===== config.mk =====
export PLATFORM = sky130hd
export DESIGN_NAME = pkg_sleep_seq
export DESIGN_NICKNAME = d
export VERILOG_FILES = /design/src/rtl/pss_pkg.sv /design/src/rtl/pss_hold_filter.sv /design/src/rtl/pss_datapath.sv /design/src/rtl/pss_ctrl.sv /design/src/rtl/pkg_sleep_seq.sv
export SDC_FILE = /design/constraint.sdc
export NUM_CORES = 1
export LEC_CHECK = 0
export ABC_AREA = 1
export ABC_CLOCK_PERIOD_IN_PS = 1610
export BUFFER_PORTS_ARGS = -buffer_cell sky130_fd_sc_hd__buf_4
export CAP_MARGIN = 0
export CELL_PAD_IN_SITES_DETAIL_PLACEMENT = 2
export CELL_PAD_IN_SITES_GLOBAL_PLACEMENT = 2
export CORE_MARGIN = 2
export CORE_UTILIZATION = 32
export DETAILED_ROUTE_END_ITERATION = 12
export PLACE_DENSITY_LB_ADDON = 0.1
export SETUP_SLACK_MARGIN = 0.3
export SLEW_MARGIN = 15
export SYNTH_ARGS = -nofsm -noshare
export SYNTH_HDL_FRONTEND = slang
export SYNTH_HIERARCHICAL = 1
export SYNTH_SLANG_ARGS = --single-unit

===== constraint.sdc =====
create_clock -name clk -period 1.61 [get_ports clk]
set_input_delay 0.4025 -clock clk [delete_from_list [all_inputs] [get_ports clk]]
set_output_delay 0.4025 -clock clk [all_outputs]
set_load 0.02 [all_outputs]

===== src/rtl/pss_pkg.sv =====
package pss_pkg;
  localparam int NUM_REQ    = 4;
  localparam int REQ_STOP   = 0;
  localparam int REQ_SLEEP  = 1;
  localparam int REQ_DEEP   = 2;
  localparam int REQ_DEEPER = 3;

  typedef enum logic [2:0] {
    ST_NORMAL  = 3'd0,
    ST_STOPGNT = 3'd1,
    ST_SNOOP   = 3'd2,
    ST_SLEEP   = 3'd3,
    ST_DEEP    = 3'd4,
    ST_DEEPER  = 3'd5
  } pssState_t;

  // datapath -> control
  typedef struct packed {
    logic [NUM_REQ-1:0] lvl;
    logic [NUM_REQ-1:0] rise;
    logic               gapShort;
  } pssStat_t;

  // control -> datapath
  typedef struct packed {
    logic gapStart;
  } pssStrobe_t;
endpackage


===== src/rtl/pss_hold_filter.sv =====
module pss_hold_filter #(
  parameter int MIN_HOLD = 3
) (
  input  logic clk,
  input  logic rstN,
  input  logic rawAct,
  output logic lvl,
  output logic rise
);
  localparam int CW = $clog2(MIN_HOLD) + 1;

  logic [CW-1:0] holdCnt;

  always_ff @(posedge clk) begin
    if (!rstN) begin
      lvl     <= rawAct;
      holdCnt <= '0;
      rise    <= 1'b0;
    end else begin
      rise <= 1'b0;
      if (rawAct == lvl) begin
        holdCnt <= '0;
      end else if (holdCnt == CW'(MIN_HOLD - 1)) begin
        lvl     <= rawAct;
        holdCnt <= '0;
        rise    <= rawAct;
      end else begin
        holdCnt <= holdCnt + 1'b1;
      end
    end
  end

  // a recognized level always matches the pin sampled on the previous edge
  a_r2_level_follows_pin: assert property (@(posedge clk) disable iff (!rstN)
    (lvl != $past(lvl)) |-> (lvl == $past(rawAct)));

  // a rise marker only accompanies an asserted level
  a_r2_rise_with_level: assert property (@(posedge clk) disable iff (!rstN)
    rise |-> lvl);
endmodule


===== src/rtl/pss_datapath.sv =====
module pss_datapath
  import pss_pkg::*;
#(
  parameter int MIN_HOLD = 3,
  parameter int GAP_MIN  = 10
) (
  input  logic               clk,
  input  logic               rstN,
  input  logic [NUM_REQ-1:0] reqN,
  input  pssStrobe_t         strobe,
  output pssStat_t           stat
);
  localparam int GW = $clog2(GAP_MIN + 1);

  logic [NUM_REQ-1:0] lvlVec;
  logic [NUM_REQ-1:0] riseVec;
  logic [GW-1:0]      gapCnt;

  for (genvar g = 0; g < NUM_REQ; g++) begin : gFilt
    pss_hold_filter #(.MIN_HOLD(MIN_HOLD)) uFilt (
      .clk    (clk),
      .rstN   (rstN),
      .rawAct (~reqN[g]),
      .lvl    (lvlVec[g]),
      .rise   (riseVec[g])
    );
  end

  // edges elapsed since the sleep release was acted on; saturates at GAP_MIN
  always_ff @(posedge clk) begin
    if (!rstN) begin
      gapCnt <= GW'(GAP_MIN);
    end else if (strobe.gapStart) begin
      gapCnt <= GW'(1);
    end else if (gapCnt < GW'(GAP_MIN)) begin
      gapCnt <= gapCnt + 1'b1;
    end
  end

  always_comb begin
    stat.lvl      = lvlVec;
    stat.rise     = riseVec;
    stat.gapShort = (gapCnt < GW'(GAP_MIN));
  end

  // the gap timer never runs past its limit
  a_r7_gap_bound: assert property (@(posedge clk) disable iff (!rstN)
    gapCnt <= GW'(GAP_MIN));

  // a fresh sleep exit always opens a short window
  a_r7_gap_opens: assert property (@(posedge clk) disable iff (!rstN)
    strobe.gapStart |=> stat.gapShort);
endmodule


===== src/rtl/pss_ctrl.sv =====
module pss_ctrl
  import pss_pkg::*;
(
  input  logic       clk,
  input  logic       rstN,
  input  logic       rstStopAct,
  input  pssStat_t   stat,
  input  logic       snoopReq,
  input  logic       snoopDone,
  output pssStrobe_t strobe,
  output pssState_t  state,
  output logic       stateChg,
  output logic       coreClkEn,
  output logic       snoopEn,
  output logic       intEn,
  output logic       protoViol
);
  pssState_t          nxt;
  logic               badStep;
  logic [NUM_REQ-1:0] legalRise;

  function automatic logic [NUM_REQ-1:0] riseMask(pssState_t s);
    logic [NUM_REQ-1:0] m;
    m = '0;
    case (s)
      ST_NORMAL:  m[REQ_STOP]   = 1'b1;
      ST_STOPGNT: m[REQ_SLEEP]  = 1'b1;
      ST_SLEEP:   m[REQ_DEEP]   = 1'b1;
      ST_DEEP:    m[REQ_DEEPER] = 1'b1;
      default:    m = '0;
    endcase
    return m;
  endfunction

  always_comb begin
    nxt       = state;
    legalRise = riseMask(state);
    badStep   = |(stat.rise & ~legalRise);
    case (state)
      ST_NORMAL:  if (stat.rise[REQ_STOP]) nxt = ST_STOPGNT;
      ST_STOPGNT: begin
        if (!stat.lvl[REQ_STOP]) begin
          nxt     = ST_NORMAL;
          badStep = badStep | stat.gapShort;
        end else if (stat.rise[REQ_SLEEP]) begin
          nxt = ST_SLEEP;
        end else if (snoopReq) begin
          nxt = ST_SNOOP;
        end
      end
      ST_SNOOP:   if (snoopDone) nxt = ST_STOPGNT;
      ST_SLEEP: begin
        if (!stat.lvl[REQ_SLEEP])    nxt = ST_STOPGNT;
        else if (stat.rise[REQ_DEEP]) nxt = ST_DEEP;
      end
      ST_DEEP: begin
        if (!stat.lvl[REQ_DEEP])        nxt = ST_SLEEP;
        else if (stat.rise[REQ_DEEPER]) nxt = ST_DEEPER;
      end
      ST_DEEPER:  if (!stat.lvl[REQ_DEEPER]) nxt = ST_DEEP;
      default:    nxt = ST_NORMAL;
    endcase
    strobe.gapStart = (state == ST_SLEEP) && (nxt == ST_STOPGNT);
  end

  always_ff @(posedge clk) begin
    if (!rstN) begin
      state     <= rstStopAct ? ST_STOPGNT : ST_NORMAL;
      stateChg  <= 1'b0;
      protoViol <= 1'b0;
    end else begin
      state     <= nxt;
      stateChg  <= (nxt != state);
      protoViol <= protoViol | badStep;
    end
  end

  always_comb begin
    coreClkEn = (state == ST_NORMAL) || (state == ST_SNOOP);
    snoopEn   = (state == ST_NORMAL) || (state == ST_STOPGNT) || (state == ST_SNOOP);
    intEn     = snoopEn;
  end

  // Normal only ever steps to Stop-Grant
  a_r1_normal_step: assert property (@(posedge clk) disable iff (!rstN)
    (state == ST_NORMAL) |=> (state inside {ST_NORMAL, ST_STOPGNT}));

  // Sleep and Deep Sleep move one rung at a time
  a_r3_sleep_step: assert property (@(posedge clk) disable iff (!rstN)
    (state == ST_SLEEP) |=> (state inside {ST_SLEEP, ST_STOPGNT, ST_DEEP}));
  a_r3_deep_step: assert property (@(posedge clk) disable iff (!rstN)
    (state == ST_DEEP) |=> (state inside {ST_DEEP, ST_SLEEP, ST_DEEPER}));

  // the snoop side state waits for completion
  a_r4_snoop_wait: assert property (@(posedge clk) disable iff (!rstN)
    (state == ST_SNOOP && !snoopDone) |=> (state == ST_SNOOP));

  // an out-of-order request in Normal leaves the state alone
  a_r6_normal_ignores: assert property (@(posedge clk) disable iff (!rstN)
    (state == ST_NORMAL && !stat.rise[REQ_STOP]) |=> (state == ST_NORMAL));

  // the violation flag holds until reset
  a_r8_viol_sticky: assert property (@(posedge clk) disable iff (!rstN)
    protoViol |=> protoViol);

  // the change marker coincides with a new state code
  a_r9_chg_marks: assert property (@(posedge clk) disable iff (!rstN)
    stateChg |-> (state != $past(state)));
endmodule


===== src/rtl/pkg_sleep_seq.sv =====
module pkg_sleep_seq
  import pss_pkg::*;
#(
  parameter int MIN_HOLD = 3,
  parameter int GAP_MIN  = 10
) (
  input  logic       clk,
  input  logic       rstN,
  input  logic       stopReqN,
  input  logic       sleepReqN,
  input  logic       deepReqN,
  input  logic       deeperReqN,
  input  logic       snoopReq,
  input  logic       snoopDone,
  output logic [2:0] stateCode,
  output logic       stateChg,
  output logic       coreClkEn,
  output logic       snoopEn,
  output logic       intEn,
  output logic       protoViol
);
  pssStat_t   stat;
  pssStrobe_t strobe;
  pssState_t  state;

  logic [NUM_REQ-1:0] reqN;
  assign reqN = {deeperReqN, deepReqN, sleepReqN, stopReqN};

  pss_datapath #(.MIN_HOLD(MIN_HOLD), .GAP_MIN(GAP_MIN)) uDp (
    .clk    (clk),
    .rstN   (rstN),
    .reqN   (reqN),
    .strobe (strobe),
    .stat   (stat)
  );

  pss_ctrl uCtrl (
    .clk        (clk),
    .rstN       (rstN),
    .rstStopAct (~stopReqN),
    .stat       (stat),
    .snoopReq   (snoopReq),
    .snoopDone  (snoopDone),
    .strobe     (strobe),
    .state      (state),
    .stateChg   (stateChg),
    .coreClkEn  (coreClkEn),
    .snoopEn    (snoopEn),
    .intEn      (intEn),
    .protoViol  (protoViol)
  );

  assign stateCode = state;
endmodule


* After elaboration in Yosys (flattened, before gate mapping)
Index checks and enable logic that the tools add are counted.
** Cells by class
- Reduce and logical (&&, ||, !) cells :: 20
- $lt $le $gt $ge :: 1
- Muxes and demuxes :: 33
- Bitwise operators :: 13
- Add/sub/neg operators :: 5
- Equal/unequal tests :: 23
** Operators by type and width (count)
- $mux 3 :: 11
- $reduce_or 3->1 :: 8
- $mux 1 :: 19
- $eq 3x2->1 const B :: 6
- $pmux 3 s6 :: 1
- $add 3x1->3 const B :: 4
- $not 1->1 :: 9
- $mux 4 :: 2
- $ne 2x1->1 const B :: 4
- $ne 2x2->1 const B :: 4
- $reduce_and 2->1 :: 4
- $eq 3x1->1 const B :: 2
- $eq 3x3->1 const B :: 2
- $add 4x1->4 const B :: 1
- $and 4x4->4 :: 1
- $eq 1x1->1 :: 4
- $lt 4x4->1 const B :: 1
- $not 4->4 :: 1
- $reduce_or 4->1 :: 1
- $logic_not 3->1 :: 1
- $logic_or 1x1->1 :: 3
- $ne 3x3->1 :: 1
- $or 1x1->1 :: 2
- $reduce_bool 2->1 :: 1
- 2 further kinds :: 2
** Word-level totals
- Bits in registers :: 29
- Output and inout bits :: 8
- Bits of input ports :: 8

* Depth between registers and ports, before layout
- Word-level depth :: 9
- Gate-level depth with buffers :: 11
- Depth with buffers taken out :: 10

* Cells and area by module
The synthesis kept the hierarchy.
** By module, submodules not included
- pss_hold_filter :: times used 4, cells an instance 27, area an instance 220.2 um2
- pss_ctrl :: times used 1, cells an instance 75, area an instance 421.7 um2
- pss_datapath :: times used 1, cells an instance 34, area an instance 219.0 um2
- pkg_sleep_seq :: times used 1, cells an instance 1, area an instance 3.8 um2

* Worst setup path before layout
Ideal clock, no wire load.
- Path kind :: flip-flop to output port
- Start :: reg uCtrl.state[0]
- End :: out snoopEn
- Data required time :: 1.207 ns
- Arrival :: 1.193 ns
- Setup slack :: 0.015 ns
- Cell stages (with the launch flop) :: 6
- Path through :: dfxtp_1 > buf_6 > nand2_1 > inv_1 > nor2_1 > buf_4
** On the way
- Word-level cells in the longest chain between the ends :: 3
- Elaborated cells on any way between the ends :: 5
** RTL lines
- start: declaration :: line pss_ctrl.sv:11 : output pssState_t state,
- start signal: assignment :: line pss_ctrl.sv:68 : state <= rstStopAct ? ST_STOPGNT : ST_NORMAL;
- start signal: assignment :: line pss_ctrl.sv:72 : state <= nxt;
- $eq 3x1->1 / $logic_not 3->1 (equally long branches) :: line pss_ctrl.sv:80 : snoopEn = (state == ST_NORMAL) || (state == ST_STOPGNT) || (state == ST_SNOOP);
- $logic_or 1x1->1 :: line pss_ctrl.sv:80
- $logic_or 1x1->1 * :: line pss_ctrl.sv:80
- end: declaration :: line pkg_sleep_seq.sv:18 : output logic snoopEn,
Mark *: on every way between the ends. The rest lies on a longest branch, timed or not.

* Worst setup path after layout
- Start :: reg uCtrl.state[1]
- End :: out coreClkEn
** On the way
- Word-level cells in the longest chain between the ends :: 2
- Elaborated cells on any way between the ends :: 3
** RTL lines
- $eq 3x2->1 / $logic_not 3->1 (equally long branches) :: line pss_ctrl.sv:79 : coreClkEn = (state == ST_NORMAL) || (state == ST_SNOOP);
- $logic_or 1x1->1 * :: line pss_ctrl.sv:79
- end: declaration :: line pkg_sleep_seq.sv:17 : output logic coreClkEn,
Marks and branches as above.

==> results by group <==
Global route
  • Gr usage total: 0.1843
  • Largest net degree at the start of global routing: 21
  • Gr ovfl total: 0
  • First-pass GRT wire length: 7445 um
  • Initial antenna violation count: 0
  • Number of global-route vias before repair: 1599

Logic synthesis
  • Cell Area, Synth: 0.001525 mm2
  • Count leader, synth: nand2_1
  • Yosys warns: 6
  • Synth Flop Type: dfxtp_1
  • Synth top area share: 0.3281
  • Mean Syn Cell Area: 6.996 um2
  • Seq/Total Area, Yosys: 0.4069
  • Synth top cells by count: nand2_1 (54), inv_1 (38), nor2_1 (35)
  • Post-synth EDFFs: 4
  • Post-synth top area cell: dfxtp_1
  • Mapped Cells: 218
  • Synth async-reset ratio: 0
  • Post-Syn Nets: 235
  • Synth cell types: 23
  • #FFs+latches synth: 29
  • Ranking of synthesized cells by area: dfxtp_1 (33%), nand2_1 (13%), inv_1 (9.4%)

Drt
  • Detail Route Antenna Nets: 0
  • Via/cell ratio: 4.776
  • Final wirelength: 4467 um
  • Wire per inst: 14.50 um
  • First DRT Iteration DRCs: 16
  • DRC viols: 0
  • Via Count: 1471
  • DR pass1 iterations: 4

Final layout
  • Nets: 270
  • Area grow syn2layout: 32.81%
  • Area occupied by multi-input gates: 798.3 um2
  • Storage cell area: 631.9 um2
  • ANT cells: 0
  • Cell area after layout: 0.002026 mm2
  • Fillcell total: 563
  • Layout cells sized above 1: 0.2992

Power and ir drop
  • Leakage power: 0.9990 nW
  • Maximum vdd drop: 682.0 uV
  • Power Density: 861.4 mW/mm2

Floorplan
  • Initial Util: 0.3272
  • Die span in x: 73.04 um
  • I/O pins: 16
  • Rows: 25
  • Die height: 73.04 um
  • Core ar.: 0.004661 mm2
  • Die area: 0.005335 mm2

CTS
  • Cts hold-fix bufs: 0
  • CTS Sinks: 29
  • Worst skew pair latency: 0.28 ns
  • Total CTS buffers: 5
  • Longest Clk Path Bufs: 2
  • Worst-path clk slew: 0.07 ns
  • CTS H-Tree Depth: 2
  • CTS tree: done
  • Clock Tree Root: clkbuf_8

STA
  • Setup TNS: 0 ns
  • RSZ-0062 raised after global routing: yes
  • Max-slew headroom: 0.8356
  • Achievable Freq: 0.6792 GHz
  • Period utilisation layout: 0.9145
  • Worst Tran Pin Value: 0.2457 ns
  • Count of final max-slew check failures: 0
  • Fin. Hold Viols: 0
  • Fin crit period: 1.472 ns
  • Layout Skew: 0.008854 ns
  • Setup violators final: 0

Critical path
  • WP data arrival: 1.07 ns
  • Critical Path Start Type: flop
  • RR Startpoint: uCtrl/state[1]
  • Critical Path Sink Type: output port
  • Largest fanout on the critical path: 7
  • Critical path origin: uCtrl/state[1]
  • CP Class: flop to output port
  • WP data required: 1.21 ns

Placed design
  • Placed Area: 0.001700 mm2
  • Port bufs: 15
  • Placer Congestion: 0.8971
  • Detail Placement HPWL: 2996 um

Status
  • Status: finished, final reports clean

Hold path
  • Worst hold path class: input port to flop
  • Hold Path Origin: rstN

Run
  • Maxcap violations: 0
## path summary, 6_finish.rpt
path	slack, ns	to	cells after the start
min reg2reg	0.44	uDp/gFilt[3].uFilt/holdCnt[0]	1
max reg2reg	0.19	uCtrl/stateChg	10
min	0.41	uDp/gapCnt[3]	2
max	0.14	coreClkEn	4
## stage by stage
step	power, mW	std cells	util	worst slack (ns)	hold WS [ns]
floorplan	1.010	218	-	0.2879	0.4173
global placement	1.081	285	0.3648	0.2487	0.4263
detailed placement	1.105	285	0.3648	0.1669	0.4378
CTS	1.744	305	0.4166	0.1722	0.4005
global route	1.859	308	0.4346	0.08241	0.4051
finish	1.745	308	0.4346	0.1377	0.4090
## repair_timing
action / 4_1_cts / 5_1_grt
pin swaps: 6 / 8
setup endpoints to repair: 10 / 14
buffers inserted: 12 / 3
gates resized for setup: 24 / 19
cloned: 0 / 0
## layer usage
layer	up-vias	wire (um)	track usage
met5	-	0	0
met4	0	117	0.08436
met3	11	136	0.04834
met2	22	2404	0.3363
met1	709	1809	0.1958
li1	729	-	-
## critical path, cell delays in order (launching register included)
cell,delay (ns)
dfxtp_4,0.39
nor2_4,0.14
nand2_2,0.08
nand2_2,0.06
buf_6,0.11
## layout by cell type (no fill, tap or decap), types with 2 or more instances in the layout
cell type | netlist | layout
nand3_1 | 12 | 10
nand4_1 | 3 | 3
a21oi_1 | 4 | 3
nand3_2 | 0 | 2
nor2_2 | 4 | 2
o21ai_1 | 2 | 4
inv_2 | 7 | 7
inv_4 | 1 | 3
a21oi_2 | 4 | 5
clkbuf_1 | 0 | 3
dfxtp_4 | 0 | 3
nor2_4 | 0 | 6
nand2_2 | 2 | 9
buf_4 | 1 | 20
clkbuf_8 | 0 | 5
edfxtp_1 | 4 | 4
inv_1 | 38 | 35
dfxtp_1 | 25 | 22
nor2_1 | 35 | 31
nand2_1 | 54 | 46
ha_1 | 9 | 9
buf_6 | 1 | 10
xnor2_1 | 4 | 4
## cell type report
class | instances | area share
clock buffers | 8 | 0.03953
well taps | 54 | 0.03335
repair buffers | 30 | 0.1297
multi-input cells | 141 | 0.3941
inverters | 46 | 0.09141
flip-flops and latches | 29 | 0.3119
## sequential cells by signal, summed over array words and instances, names as in the netlist
register / count
uCtrl/state: 3
uDp/gFilt.uFilt/holdCnt: 12
uCtrl/protoViol: 1
uDp/gFilt.uFilt/lvl: 4
uDp/gFilt.uFilt/rise: 4
uCtrl/stateChg: 1
uDp/gapCnt: 4
## report_power, final
group	leakage [nW]	switching, mW	internal [mW]
logic	0.715	0.197	0.146
clock network	0.0395	0.273	0.306
registers	0.245	0.0484	0.774
total	0.999	0.518	1.23
## kinds of logic after synthesis
kind of cell,share of synthesized area
and+or+nand+nor,0.2986
buffers and inverters,0.1272
DFF,0.4069
AOI/OAI and AO/OA,0.07055
adders and majority gates,0.07383
xor gates and xnor gates,0.02297
Power figures use the tool's default switching activity.
